--- src/rtl/pramp_pkg.sv ---
package pramp_pkg;
    localparam int CODE_W_DFLT = 10;
    localparam int DEPTH_DFLT  = 32;
    localparam int RATE_W_DFLT = 16;

    typedef enum logic {
        DIR_RISE = 1'b0,
        DIR_FALL = 1'b1
    } ramp_dir_e;
endpackage

--- src/rtl/pramp_ram.sv ---
module pramp_ram #(
    parameter int CODE_W = pramp_pkg::CODE_W_DFLT,
    parameter int DEPTH  = pramp_pkg::DEPTH_DFLT,
    localparam int IDX_W = $clog2(DEPTH)
) (
    input  logic              clk,
    input  logic              rst_n,
    input  logic              we_i,
    input  logic              busy_i,
    input  logic [IDX_W-1:0]  waddr_i,
    input  logic [CODE_W-1:0] wdata_i,
    input  logic [IDX_W-1:0]  raddr_i,
    output logic [CODE_W-1:0] rdata_o
);
    logic [DEPTH-1:0][CODE_W-1:0] mem_d, mem_q;

    always_comb begin
        mem_d = mem_q;
        if (we_i && !busy_i) begin
            mem_d[waddr_i] = wdata_i;
        end
    end

    always_ff @(posedge clk or negedge rst_n) begin
        if (!rst_n) mem_q <= '0;
        else        mem_q <= mem_d;
    end

    assign rdata_o = mem_q[raddr_i];

    // profile contents frozen while a ramp runs
    assert_ram_frozen_R8: assert property (@(posedge clk) disable iff (!rst_n)
        busy_i |=> $stable(mem_q));
endmodule

--- src/rtl/pramp_rate.sv ---
module pramp_rate #(
    parameter int RATE_W = pramp_pkg::RATE_W_DFLT
) (
    input  logic              clk,
    input  logic              rst_n,
    input  logic              rate_we_i,
    input  logic [RATE_W-1:0] rate_wdata_i,
    input  logic              start_i,
    input  logic              busy_i,
    output logic              tick_o
);
    typedef struct packed {
        logic [RATE_W-1:0] reload;
        logic [RATE_W-1:0] cnt;
    } rate_st_t;

    rate_st_t st_d, st_q;

    always_comb begin
        st_d = st_q;
        if (rate_we_i && !busy_i) begin
            st_d.reload = rate_wdata_i;
        end
        if (start_i) begin
            st_d.cnt = st_d.reload;
        end else if (busy_i) begin
            if (st_q.cnt == '0) st_d.cnt = st_q.reload;
            else                st_d.cnt = st_q.cnt - 1'b1;
        end
    end

    always_ff @(posedge clk or negedge rst_n) begin
        if (!rst_n) st_q <= '0;
        else        st_q <= st_d;
    end

    assign tick_o = busy_i && (st_q.cnt == '0);

    // with a nonzero reload, steps are never on adjacent cycles
    assert_tick_spacing_R5: assert property (@(posedge clk) disable iff (!rst_n)
        (tick_o && st_q.reload != '0) |=> !tick_o);

    // reload value untouched during a ramp
    assert_reload_frozen_R8: assert property (@(posedge clk) disable iff (!rst_n)
        busy_i |=> $stable(st_q.reload));
endmodule

--- src/rtl/pramp_ctrl.sv ---
module pramp_ctrl
    import pramp_pkg::*;
#(
    parameter int CODE_W = pramp_pkg::CODE_W_DFLT,
    parameter int DEPTH  = pramp_pkg::DEPTH_DFLT,
    localparam int IDX_W = $clog2(DEPTH),
    localparam logic [IDX_W-1:0] LAST_RST = IDX_W'(DEPTH - 1)
) (
    input  logic              clk,
    input  logic              rst_n,
    input  logic              up_i,
    input  logic              down_i,
    input  logic              dac_we_i,
    input  logic [CODE_W-1:0] dac_wdata_i,
    input  logic              last_we_i,
    input  logic [IDX_W-1:0]  last_wdata_i,
    input  logic              tick_i,
    input  logic [CODE_W-1:0] rd_data_i,
    output logic [IDX_W-1:0]  rd_addr_o,
    output logic              start_o,
    output logic              busy_o,
    output logic              done_o,
    output logic [CODE_W-1:0] dac_o
);
    typedef struct packed {
        logic              busy;
        logic              done;
        ramp_dir_e         dir;
        logic [IDX_W-1:0]  idx;
        logic [IDX_W-1:0]  last;
        logic [CODE_W-1:0] dac;
    } seq_st_t;

    seq_st_t          st_d, st_q;
    logic             start;
    logic [IDX_W-1:0] end_idx;
    logic [IDX_W-1:0] start_end;
    logic [IDX_W-1:0] rd_addr;

    always_comb begin
        st_d      = st_q;
        st_d.done = 1'b0;
        start     = !st_q.busy && (up_i || down_i);
        end_idx   = (st_q.dir == DIR_RISE) ? st_q.last : '0;
        start_end = up_i ? st_q.last : '0;

        if (start) begin
            rd_addr = up_i ? '0 : st_q.last;
        end else if (st_q.dir == DIR_RISE) begin
            rd_addr = st_q.idx + 1'b1;
        end else begin
            rd_addr = st_q.idx - 1'b1;
        end

        if (!st_q.busy) begin
            if (last_we_i) begin
                st_d.last = last_wdata_i;
            end
            if (start) begin
                st_d.dir = up_i ? DIR_RISE : DIR_FALL;
                st_d.idx = rd_addr;
                st_d.dac = rd_data_i;
                if (rd_addr == start_end) st_d.done = 1'b1;
                else                      st_d.busy = 1'b1;
            end else if (dac_we_i) begin
                st_d.dac = dac_wdata_i;
            end
        end else if (tick_i) begin
            st_d.idx = rd_addr;
            st_d.dac = rd_data_i;
            if (rd_addr == end_idx) begin
                st_d.busy = 1'b0;
                st_d.done = 1'b1;
            end
        end
    end

    always_ff @(posedge clk or negedge rst_n) begin
        if (!rst_n) begin
            st_q      <= '0;
            st_q.last <= LAST_RST;
        end else begin
            st_q <= st_d;
        end
    end

    assign rd_addr_o = rd_addr;
    assign start_o   = start;
    assign busy_o    = st_q.busy;
    assign done_o    = st_q.done;
    assign dac_o     = st_q.dac;

    // done only marks the end, never a running ramp
    assert_done_idle_R6: assert property (@(posedge clk) disable iff (!rst_n)
        st_q.done |-> !st_q.busy);

    // code holds between step ticks
    assert_hold_between_steps_R5: assert property (@(posedge clk) disable iff (!rst_n)
        (st_q.busy && !tick_i) |=> $stable(st_q.dac));

    // idle code holds without a write or command
    assert_idle_hold_R11: assert property (@(posedge clk) disable iff (!rst_n)
        (!st_q.busy && !up_i && !down_i && !dac_we_i) |=> $stable(st_q.dac));

    // the index never passes the last entry
    assert_idx_bound_R4: assert property (@(posedge clk) disable iff (!rst_n)
        st_q.busy |-> (st_q.idx <= st_q.last));

    // ramp length frozen while busy
    assert_last_frozen_R8: assert property (@(posedge clk) disable iff (!rst_n)
        st_q.busy |=> $stable(st_q.last));
endmodule

--- src/rtl/pramp_seq.sv ---
module pramp_seq #(
    parameter int CODE_W = pramp_pkg::CODE_W_DFLT,
    parameter int DEPTH  = pramp_pkg::DEPTH_DFLT,
    parameter int RATE_W = pramp_pkg::RATE_W_DFLT,
    localparam int IDX_W = $clog2(DEPTH)
) (
    input  logic              clk,
    input  logic              rst_n,
    input  logic              ram_we,
    input  logic [IDX_W-1:0]  ram_addr,
    input  logic [CODE_W-1:0] ram_wdata,
    input  logic              last_we,
    input  logic [IDX_W-1:0]  last_wdata,
    input  logic              rate_we,
    input  logic [RATE_W-1:0] rate_wdata,
    input  logic              up_cmd,
    input  logic              down_cmd,
    input  logic              dac_we,
    input  logic [CODE_W-1:0] dac_wdata,
    output logic [CODE_W-1:0] dac_code,
    output logic              busy,
    output logic              done
);
    logic [IDX_W-1:0]  rd_addr;
    logic [CODE_W-1:0] rd_data;
    logic              start;
    logic              tick;
    logic              busy_int;

    pramp_ram #(.CODE_W(CODE_W), .DEPTH(DEPTH)) i_ram (
        .clk     (clk),
        .rst_n   (rst_n),
        .we_i    (ram_we),
        .busy_i  (busy_int),
        .waddr_i (ram_addr),
        .wdata_i (ram_wdata),
        .raddr_i (rd_addr),
        .rdata_o (rd_data)
    );

    pramp_rate #(.RATE_W(RATE_W)) i_rate (
        .clk          (clk),
        .rst_n        (rst_n),
        .rate_we_i    (rate_we),
        .rate_wdata_i (rate_wdata),
        .start_i      (start),
        .busy_i       (busy_int),
        .tick_o       (tick)
    );

    pramp_ctrl #(.CODE_W(CODE_W), .DEPTH(DEPTH)) i_ctrl (
        .clk          (clk),
        .rst_n        (rst_n),
        .up_i         (up_cmd),
        .down_i       (down_cmd),
        .dac_we_i     (dac_we),
        .dac_wdata_i  (dac_wdata),
        .last_we_i    (last_we),
        .last_wdata_i (last_wdata),
        .tick_i       (tick),
        .rd_data_i    (rd_data),
        .rd_addr_o    (rd_addr),
        .start_o      (start),
        .busy_o       (busy_int),
        .done_o       (done),
        .dac_o        (dac_code)
    );

    assign busy = busy_int;
endmodule

--- config.mk ---
export PLATFORM = sky130hd
export DESIGN_NAME = pramp_seq
export DESIGN_NICKNAME = d
export VERILOG_FILES = /design/src/rtl/pramp_pkg.sv /design/src/rtl/pramp_ram.sv /design/src/rtl/pramp_rate.sv /design/src/rtl/pramp_ctrl.sv /design/src/rtl/pramp_seq.sv
export SDC_FILE = /design/constraint.sdc
export NUM_CORES = 1
export LEC_CHECK = 0
export CAP_MARGIN = 25
export CORE_MARGIN = 2
export CORE_UTILIZATION = 55
export DETAILED_ROUTE_END_ITERATION = 16
export DONT_BUFFER_PORTS = 1
export GPL_TIMING_DRIVEN = 1
export PLACE_DENSITY = 0.76
export SYNTH_ARGS = -nofsm -noshare
export SYNTH_HDL_FRONTEND = slang
export SYNTH_HIERARCHICAL = 1
export SYNTH_SLANG_ARGS = --single-unit
export TNS_END_PERCENT = 10
--- constraint.sdc ---
create_clock -name clk -period 2.65 [get_ports clk]
set_input_delay 0.53 -clock clk [delete_from_list [all_inputs] [get_ports clk]]
set_output_delay 0.53 -clock clk [all_outputs]
set_load 0.1 [all_outputs]
# Yosys cells after proc, flatten, opt, wreduce, memory -nomap -nowiden
# Index checks and enable logic that the tools add are counted.
# W data, S select, Z words.
op_classes:
  addsub: 3
  n_lt_le_gt_ge: 3
  n_eq_ne: 3
  n_mux: 27
  bitwise_logic: 1
  n_reduce_logical: 14
op_table:
  columns: ["operator", "n"]
  rows:
  - ["$bwmux W320", 1]
  - ["$mux W16", 4]
  - ["$mux W10", 6]
  - ["$bmux W10 S5", 1]
  - ["$demux W10 S5", 1]
  - ["$mux W5", 7]
  - ["$logic_not A16 Y1", 1]
  - ["$sub A16 B1 Y16 const B", 1]
  - ["$lt A5 B6 Y1 const B", 2]
  - ["$eq A5 B5 Y1", 2]
  - ["$mux W8", 1]
  - ["$reduce_and A2 Y1", 4]
  - ["$mux W2", 3]
  - ["$add A5 B1 Y5 const B", 1]
  - ["$ge A5 B1 Y1 const B", 1]
  - ["$logic_and A1 B1 Y1", 5]
  - ["$sub A5 B1 Y5 const B", 1]
  - ["$mux W1", 3]
  - ["$reduce_bool A3 Y1", 1]
  - ["$ne A2 B1 Y1 const B", 1]
  - ["$reduce_bool A2 Y1", 1]
  - ["$logic_not A1 Y1", 1]
  - ["$logic_or A1 B1 Y1", 1]
  - ["$not A1 Y1", 1]
totals:
  register_bits: 375
  in_bits: 54
  out_inout_bits: 12
  elab_cells: 91

# Longest topological paths before layout
# Gate-level depths: netlist (run 1).
logic_depth:
  ltp_word: 7
  depth_mapped: 15
  depth_no_buf: 12

# By module
# The synthesis (run 1) kept the hierarchy.
modules_own_cells:
  columns: ["module", "n_inst", "cells_per_inst", "area_each_um2", "seq_area_each_um2"]
  rows:
  - ["pramp_ram", 1, 1086, 15049.4, 8007.7]
  - ["pramp_rate", 1, 188, 1868.0, 800.8]
  - ["pramp_ctrl", 1, 199, 1754.2, 581.8]

# Least setup slack after synthesis (run 1)
# No wires, ideal clock.
synth_path:
  path_type: "reg-to-reg"
  startpoint: "register i_ctrl.st_q (netlist bit i_ctrl/busy_o)"
  endpoint: "register i_ctrl.st_q (netlist bit i_ctrl/dac_o[0])"
  setup_time_ns: 0.137
  arrival_ns: 3.027
  required_ns: 2.513
  setup_slack_ns: -0.514
  path_stages_with_launch: 14
  path_buffers: 3
  period_less_slack_ns: 3.164
  cell_sequence: "dfrtp_1 > inv_1 > o21ai_2 > inv_1 > o21ai_0 > and2_1 > clkbuf_1 > buf_2 > clkbuf_1 > a22oi_1 > nand3_1 > nand3_1 > mux2i_1 > a21oi_1"
synth_between:
  elab_chain_len: 7
  word_cells_on_any_way: 12
  classes_between: "eq/ne (1); mux (6); reduce/logical (5)"
synth_lines:
  columns: ["item", "line_no", "text"]
  rows:
  - ["start: declaration", "pramp_ctrl.sv:34", "seq_st_t st_d, st_q;"]
  - ["start signal: assignment", "pramp_ctrl.sv:83", "st_q <= st_d;"]
  - ["$logic_not A1 Y1 (*)", null, null]
  - ["$logic_and A1 B1 Y1 (*)", "pramp_ctrl.sv:43", "start = !st_q.busy && (up_i || down_i);"]
  - ["via start", "pramp_seq.sv:26", "logic start;"]
  - ["$mux W5 (*)", "pramp_ctrl.sv:47", "if (start) begin"]
  - ["via rd_addr[0]", "pramp_seq.sv:24", "logic [IDX_W-1:0] rd_addr;"]
  - ["$bmux W10 S5 (*)", "pramp_ram.sv:29", "assign rdata_o = mem_q[raddr_i];"]
  - ["$mux W10 (implied by the code) (*)", "pramp_ram.sv:29", null]
  - ["via rd_data[0]", "pramp_seq.sv:25", "logic [CODE_W-1:0] rd_data;"]
  - ["$mux W10 (on tied branches)", "pramp_ctrl.sv:59, pramp_ctrl.sv:68", null]
  - ["$mux W10 (*)", "pramp_ctrl.sv:55", "if (!st_q.busy) begin"]
# Mark *: on every way through the listed nets, which the timed path passes. The rest lies on a longest branch. The select of a mux whose other input is x is not followed.
# A chain may end at the register's enable or synchronous reset.

# Worst setup path in the final report (run 1)
layout_path:
  startpoint: "register i_ctrl/st_q[20] (netlist name)"
  endpoint: "register i_ctrl.st_q (netlist bit i_ctrl/dac_o[0])"
layout_between:
  elab_chain_len: 6
  word_cells_on_any_way: 7
  classes_between: "mux (7)"
layout_lines:
  columns: ["item", "line_no", "text"]
  rows:
  - ["$mux W5 (*)", "pramp_ctrl.sv:49", "end else if (st_q.dir == DIR_RISE) begin"]
  - ["$mux W5 (*)", "pramp_ctrl.sv:47", null]
  - ["via rd_addr[1]", "pramp_seq.sv:24", null]
  - ["$bmux W10 S5 (*)", "pramp_ram.sv:29", null]
  - ["$mux W10 (implied by the code) (*)", "pramp_ram.sv:29", null]
  - ["via rd_data[0]", "pramp_seq.sv:25", null]
  - ["$mux W10 (on tied branches)", "pramp_ctrl.sv:59, pramp_ctrl.sv:68", null]
  - ["$mux W10 (*)", "pramp_ctrl.sv:55", null]
# Marks and branches as above.

==> summary.md, run 1 <==
| Metric | Value |
|---|---|
| Status | `complete, but fails checks` |
| Failing checks | `negative hold slack, negative setup slack` |
| Num rows | `67` |
| Clk root buf | `clkbuf_16` |
| Net count, final | `around 1.6k` |
| Via count | `12.6k` |
| Gr ovfl total | `0` |
| Final Hold Violating Endpoints | `roughly 380` |
| CTS Buf Count | `40` |
| Worst Tran Pin Value | `~1100 ps` |
| Met2 wire len | `around 23000 µm` |
| Initial Util | `55.8%` |
| Post-synth EDFFs | `0` |
| Final Routed Wirelength | `around 47000 µm` |
| Routed met1 length | `a little over 20000 µm` |
| Top sig layer | `met4` |
| Final period utilization | `115%` |
| Cells after Synth | `1473` |
| Reg2Reg Depth | `15` |
| Die height | `approximately 190 µm` |
| Largest net degree at the start of global routing | `376` |
| Critical path cell sequence | `inv_2, fa_2, nor2b_2, a21oi_2, nand2b_4, buf_12, mux2i_4, a22o_4, nor3_2, buf_4, a31oi_2, buf_4, nand3_2, mux2i_1, a21oi_1` |
| Synth cell count leaders | `370 x dfrtp_1, 315 x mux2_2, 174 x mux2i_1, 57 x clkbuf_1, 55 x a21oi_1` |
| Area share of the largest cell type after synthesis | `about half` |
| FF/Latch Area | `9390 µm²` |
| CP max stage cell | `fa_2` |
| Worst min-delay path class | `input port to async pin` |
| Vias per std cell | `6.23` |
| Initial antenna violation count | `0` |
| Clock Sinks | `375` |
| IO Count | `66` |
| FFs w/ async S/R, synth | `100%` |
| Cell area after synthesis | `18700 µm²` |
| Endpoints failing setup | `10` |
| Max Cap Viol | `0` |
| Port-buffer cells | `0` |
| Post-Place Setup Slack | `-533 ps` |
| CP Class | `register to register` |
| Most common cell in the netlist | `dfrtp_1` |
| Critical path fanouts, max | `12` |
| Global-route wire length before repair | `~75000 µm` |
| Netlist cell types | `72` |
| Full die area | `35400 µm²` |
| Final Max Tran Viols | `0` |
| CTS tree | `done` |
| Final WS setup | `-403 ps` |
| Residual DRC | `0` |
| RSZ-0062 raised after global routing | `yes` |
| Met3 routed wirelength | `slightly below 3000 µm` |
| Pwr dens | `1330 nW/µm²` |
| Worst hold slack | `-293 ps` |
| Routability cong. | `0.931` |
| Synth Flop Type | `dfrtp_1` |
| Antenna Nets Post-Route | `0` |
| Clock Latency Late Sink | `~530 ps` |
| Crit path top cell by count | `buf_4` |
| Clock skew | `10.4 ps` |
| Clock transition at path regs | `60 ps` |
| Reg2reg setup slack | `-400 ps` |
| Hpwl dp | `30700 µm` |
| YS warnings | `6` |
| Critical Path AT | `3500 ps` |
| Syn Nets | `1533` |
| Buffer depth of the longest clock path | `3` |
| Startpoint Class | `register` |
| Final Critical Period | `3050 ps` |
| Pre-antenna DRT Iters | `5` |
| #FFs+latches synth | `375` |
| Core ar. | `between 30000 and 40000 µm²` |
| H-tree levels | `2` |
| Post-synthesis sequential area ratio | `50.3%` |
| Worst vdd ir | `0.000826 V` |
| Highest cell delay on the worst timing path | `about 600 ps` |
| CP Capture Type | `register` |
| Top cell type by total area after synthesis | `dfrtp_1` |
| Tot GR Track Use | `26.9%` |
| Syn Area/Cell | `roughly 13 µm²` |
| Leakage | `10.7 nW` |
| Share of cells above drive strength 1 | `about two fifths` |
| Fill cells | `roughly 2.4k` |
| Starting DRT DRC Count | `885` |
| Area grow syn2layout | `15.5%` |
| Vias in the first global route | `13.0k` |
| Chip width | `188 µm` |
| Top post-synthesis cells by area | `dfrtp_1 50%, mux2_2 19%, mux2i_1 9.3%, a22oi_1 2.0%, a21oi_1 1.5%` |
| Drt wl/cell | `23.4 µm` |
| Area of the multi-input gates | `between 8000 and 9000 µm²` |
| CP required | `approximately 3100 ps` |
| Highest clock rate | `328 MHz` |
| Slew HR | `27.5%` |
[metrics by stage]
step / utilization (%) / area [µm²] / setup TNS [ps] / total power, W / instances
after floorplan: - / 18700 / 0 / 0.0162 / 1473
after global placement: 59.2 / 19800 / -3780 / 0.0210 / 1938
after detailed placement: 59.2 / 19800 / -4830 / 0.0213 / 1938
after CTS: 64.2 / 21500 / -3350 / 0.0282 / 2019
after global routing: 64.4 / 21600 / -4600 / 0.0298 / 2021
final: 64.5 / 21600 / -3510 / 0.0286 / 2022
[critical path: cells and delay by family, from the launching register on]
kind	cells	cell delay, ps
flip-flops	1	400
AO/OA/AOI/OAI	4	660
multiplexers	2	270
AND/OR/NAND/NOR	4	460
adder cells (fa/ha/maj)	1	600
buffers and inverters	4	570
[worst paths after layout]
kind,start,endpoint
max in group asynchronous,rst_n,i_ram/mem_q[131]
worst max-delay path,i_ctrl/st_q[20],i_ctrl/dac_o[0]
worst min register to register,i_ram/mem_q[308],i_ram/mem_q[308]
worst min-delay path,rst_n,i_rate/st_q[9]
worst max register to register,i_ctrl/st_q[20],i_ctrl/dac_o[0]
min in group clk,last_wdata[3],i_ctrl/st_q[13]
[per-layer routing]
layer	GRT usage, %	vias to the layer above
li1	-	5529
met1	37.3	6591
met2	43.6	385
met3	4.75	89
met4	8.36	0
met5	0	-
[where the power goes]
part	total, W	switching, W	internal, W	leakage, nW
clock	0.00548	0.00222	0.00327	0.623
sequential	0.00735	0.000742	0.00661	5.04
combinational	0.0158	0.00837	0.00739	5.00
[cell families (layout without fill, tap and decap cells)]
family / Yosys count / after routing / share of synthesized area, %
mux: 512 / 512 / 29.7
flops: 375 / 375 / 50.3
simple gates: 238 / 238 / 8.01
compound gates: 202 / 202 / 7.29
buf+inv: 122 / 222 / 3.18
xor+xnor: 18 / 18 / 1.07
fa+ha+maj: 6 / 6 / 0.442
other cells: 0 / 1 / 0
[sequential cells by signal, indices dropped and copies added, names as in the netlist]
register,flops
i_ctrl/st_q,11
i_ctrl/dac_o,10
i_ctrl/busy_o,1
i_rate/st_q,32
i_ram/mem_q,320
i_ctrl/done_o,1
[layout make-up]
class / count / area share, %
diodes: 1 / 0.0116
clock buffers: 62 / 5.50
clock inverters: 8 / 0.459
inverters: 14 / 0.244
multi-input cells: 976 / 41.7
flip-flops and latches: 375 / 43.6
well taps: 448 / 2.60
repair buffers: 138 / 5.95
[timing repair]
action,in CTS,in global routing
endpoints found under the hold margin,375,375
cloned,2,0
setup buffers,9,2
pin swaps,16,10
endpoints found under the setup margin,10,12
gates resized for setup,47,13
[cell usage in the layout, fill, tap and decap left out, types with 9 or more instances in the layout]
master and n:
mux2_2 315, nand2_1 46, a22o_1 19, nand3_1 27
nand3_2 11, o21ai_0 12, nand4_1 11, xnor2_1 9
a21oi_1 53, inv_1 13, a22oi_1 47, o21ai_1 12
nor2_2 9, nand2b_1 10, clkbuf_16 41, nor3_2 10
dfrtp_1 369, buf_4 116, mux2_1 23, clkbuf_1 13
nor2_1 27, buf_12 12, mux2i_1 172, a31oi_1 10
nor2b_1 12, nand2_2 16
(Power assumes the default switching activity.)
==> run 2, diff against run 1 <==
--- a/config.mk
+++ b/config.mk
@@ -12,6 +12,7 @@
 export DONT_BUFFER_PORTS = 1
 export GPL_TIMING_DRIVEN = 1
 export PLACE_DENSITY = 0.76
+export SETUP_SLACK_MARGIN = 0.15
 export SYNTH_ARGS = -nofsm -noshare
 export SYNTH_HDL_FRONTEND = slang
 export SYNTH_HIERARCHICAL = 1
==> summary.md, run 2 (synthesized netlist as in run 1, its figures left out) <==
| Metric | Value |
|---|---|
| Status | `complete, but fails checks` |
| Failing checks | `negative hold slack, negative setup slack` |
| CP required | `3110 ps (about the same)` |
| Worst Tran Pin Value | `1160 ps (+73.3 ps)` |
| Initial antenna violation count | `2 (+2)` |
| Clock Sinks | `375 (unchanged)` |
| Max Cap Viol | `0 (unchanged)` |
| Final Max Tran Viols | `0 (unchanged)` |
| Residual DRC | `0 (unchanged)` |
| Area grow syn2layout | `15.5% (about the same)` |
| Highest cell delay on the worst timing path | `640 ps (+40 ps)` |
| Leakage | `10.7 nW (about the same)` |
| Full die area | `35400 µm² (unchanged)` |
| R2R Path Start | `i_ctrl/st_q[16]` |
| Biggest register | `i_ram/mem_q` |
| H-tree levels | `2 (unchanged)` |
| Critical Path AT | `3560 ps (+60 ps)` |
| Port-buffer cells | `0 (unchanged)` |
| Fill cells | `2414 (-0.37%)` |
| Initial Util | `55.8% (unchanged)` |
| Buffer depth of the longest clock path | `3 (unchanged)` |
| Crit path top cell by count | `buf_12` |
| Worst vdd ir | `0.000767 V (-7.1%)` |
| Startpoint Class | `register` |
| Vias in the first global route | `12.9k (-0.58%)` |
| Biggest regs | `i_ram/mem_q (320), i_rate/st_q (32), i_ctrl/st_q (11)` |
| Net count, final | `1604 (-0.062%)` |
| Worst hold slack | `-317 ps (-23.1 ps)` |
| Most frequent cells in the layout | `366 x dfrtp_1, 315 x mux2_2, 170 x mux2i_1` |
| Endpoints failing setup | `10 (unchanged)` |
| CTS Buf Count | `40 (unchanged)` |
| Via count | `12.4k (-1.2%)` |
| Post-Place Setup Slack | `-371 ps (+162 ps)` |
| Share of cells above drive strength 1 | `39.1% (-0.16 points)` |
| Tot GR Track Use | `27.4% (+0.49 points)` |
| Pwr Total | `0.0289 W (+1.1%)` |
| Critical path fanouts, max | `7 (-5)` |
| Most common cell after layout, fill and taps aside | `dfrtp_1` |
| Final Critical Period | `3100 ps (+49.7 ps)` |
| CP Capture Type | `register` |
| RSZ-0062 raised after global routing | `yes` |
| Chip width | `188 µm (unchanged)` |
| Drt wl/cell | `23.6 µm (+1.0%)` |
| Pwr dens | `1340 nW/µm² (+1.0%)` |
| CP Class | `register to register` |
| Clock skew | `14.0 ps (+3.53 ps)` |
| Core ar. | `33400 µm² (unchanged)` |
| Final period utilization | `117% (+1.9 points)` |
| Final Hold Violating Endpoints | `375 (unchanged)` |
| Largest net degree at the start of global routing | `376 (unchanged)` |
| Clock Latency Late Sink | `540 ps (about the same)` |
| Routability cong. | `0.972 (+4.4%)` |
| Critical path cell sequence | `inv_2, fa_2, nor2b_4, a21oi_4, nand2b_4, buf_12, buf_16, buf_12, mux2i_2, a22oi_2, nand4_1, nand3_2, mux2i_1, a21oi_1` |
| Clk root buf | `clkbuf_16` |
| Max reg flops | `320 (unchanged)` |
| Antenna Nets Post-Route | `0 (unchanged)` |
| IO Count | `66 (unchanged)` |
| Final Routed Wirelength | `47500 µm (+0.61%)` |
| Vias per std cell | `6.18 (-0.78%)` |
| Global-route wire length before repair | `75300 µm (+0.56%)` |
| Highest clock rate | `322 MHz (-1.6%)` |
| Hpwl dp | `29900 µm (-2.3%)` |
| CP max stage cell | `fa_2` |
| Gr ovfl total | `0 (unchanged)` |
| Starting DRT DRC Count | `985 (+11%)` |
| Setup crit start | `i_ctrl/st_q[16]` |
| Die height | `188 µm (unchanged)` |
| Worst min-delay path class | `input port to async pin` |
| Final WS setup | `-453 ps (-49.7 ps)` |
| CTS tree | `done` |
| Clock transition at path regs | `60 ps (about the same)` |
| Slew HR | `22.6% (-4.9 points)` |
| Pre-antenna DRT Iters | `5 (unchanged)` |
| Num rows | `67 (unchanged)` |
[run 2: cell count changes in the layout (fill, tap and decap cells not counted), moves of 3 or more]
cell and change:
nor3_1 +3, mux2i_2 +3, nand3_2 -5, buf_16 +5
a22oi_2 +3, dfrtp_1 -3, nand3_1 +5, a22o_4 -3
buf_12 +4, clkbuf_1 -3, buf_4 -10, dfrtp_2 +3
a22o_1 +3, a22oi_1 -3
[run 2: through the flow]
step	std cells	utilization (%)	TNS [ps]	hold WS, ps	instance area (µm²)
5_1_grt	2013	64.5	-5060	-336	21600
3_3_place_gp	1919	58.9	-2220	243	19700
4_1_cts	2012	64.3	-3130	-329	21500
6_report	2014	64.5	-3880	-317	21600
3_5_place_dp	1919	58.9	-2930	243	19700
2_1_floorplan	1473	-	0	234	18800
[run 2: power breakdown]
group | total (W) | internal [W] | switching (W) | leakage [nW]
Sequential | 0.00725 | 0.00662 | 0.000628 | 5.04
Clock | 0.00529 | 0.00312 | 0.00217 | 0.597
Combinational | 0.0164 | 0.00786 | 0.00852 | 5.04
[run 2: worst max-delay path: cells and delay by family (launching register included)]
kind,cells,cell delay [ps]
AND/OR/NAND/NOR,4,650
adder cells (fa/ha/maj),1,640
flip-flops,1,370
buffers and inverters,4,550
multiplexers,2,250
AO/OA/AOI/OAI,3,550
[run 2: worst paths after layout]
kind | end | slack (ps) | cells after the start
max in group asynchronous | i_ram/mem_q[60] | 2020 | 0
setup / recovery | i_ctrl/dac_o[0] | -450 | 14
hold reg to reg | i_ram/mem_q[125] | 490 | 1
hold / removal | i_rate/st_q[26] | -320 | 0
min in group clk | i_ctrl/st_q[13] | 110 | 2
setup reg to reg | i_ctrl/dac_o[0] | -450 | 14
[run 2: repair_timing]
action,CTS,global route
gates cloned,5,0
hold endpoints to repair,375,375
pin swaps,28,22
gates resized for setup,47,18
buffers inserted,26,0
setup endpoints to repair,50,59
[run 2: area by class of cell]
| type | count | area, µm² | share of cell area, % |
|---|---|---|---|
| inverters | 14 | 55.1 | 0.255 |
| well taps | 448 | 561 | 2.60 |
| flip-flops and latches | 375 | 9400 | 43.6 |
| clock buffers | 59 | 1170 | 5.44 |
| clock inverters | 3 | 40.0 | 0.186 |
| diodes | 2 | 5.00 | 0.0232 |
| multi-input cells | 976 | 8930 | 41.4 |
| repair buffers | 137 | 1410 | 6.54 |
[run 2: per-layer routing]
| layer | vias up | routed length, µm | global-route usage (%) |
|---|---|---|---|
| met2 | 388 | 22300 | 43.7 |
| met4 | 0 | 1670 | 9.75 |
| li1 | 5530 | - | - |
| met3 | 110 | 3290 | 5.83 |
| met1 | 6418 | 20300 | 37.4 |
| met5 | - | 0 | 0 |
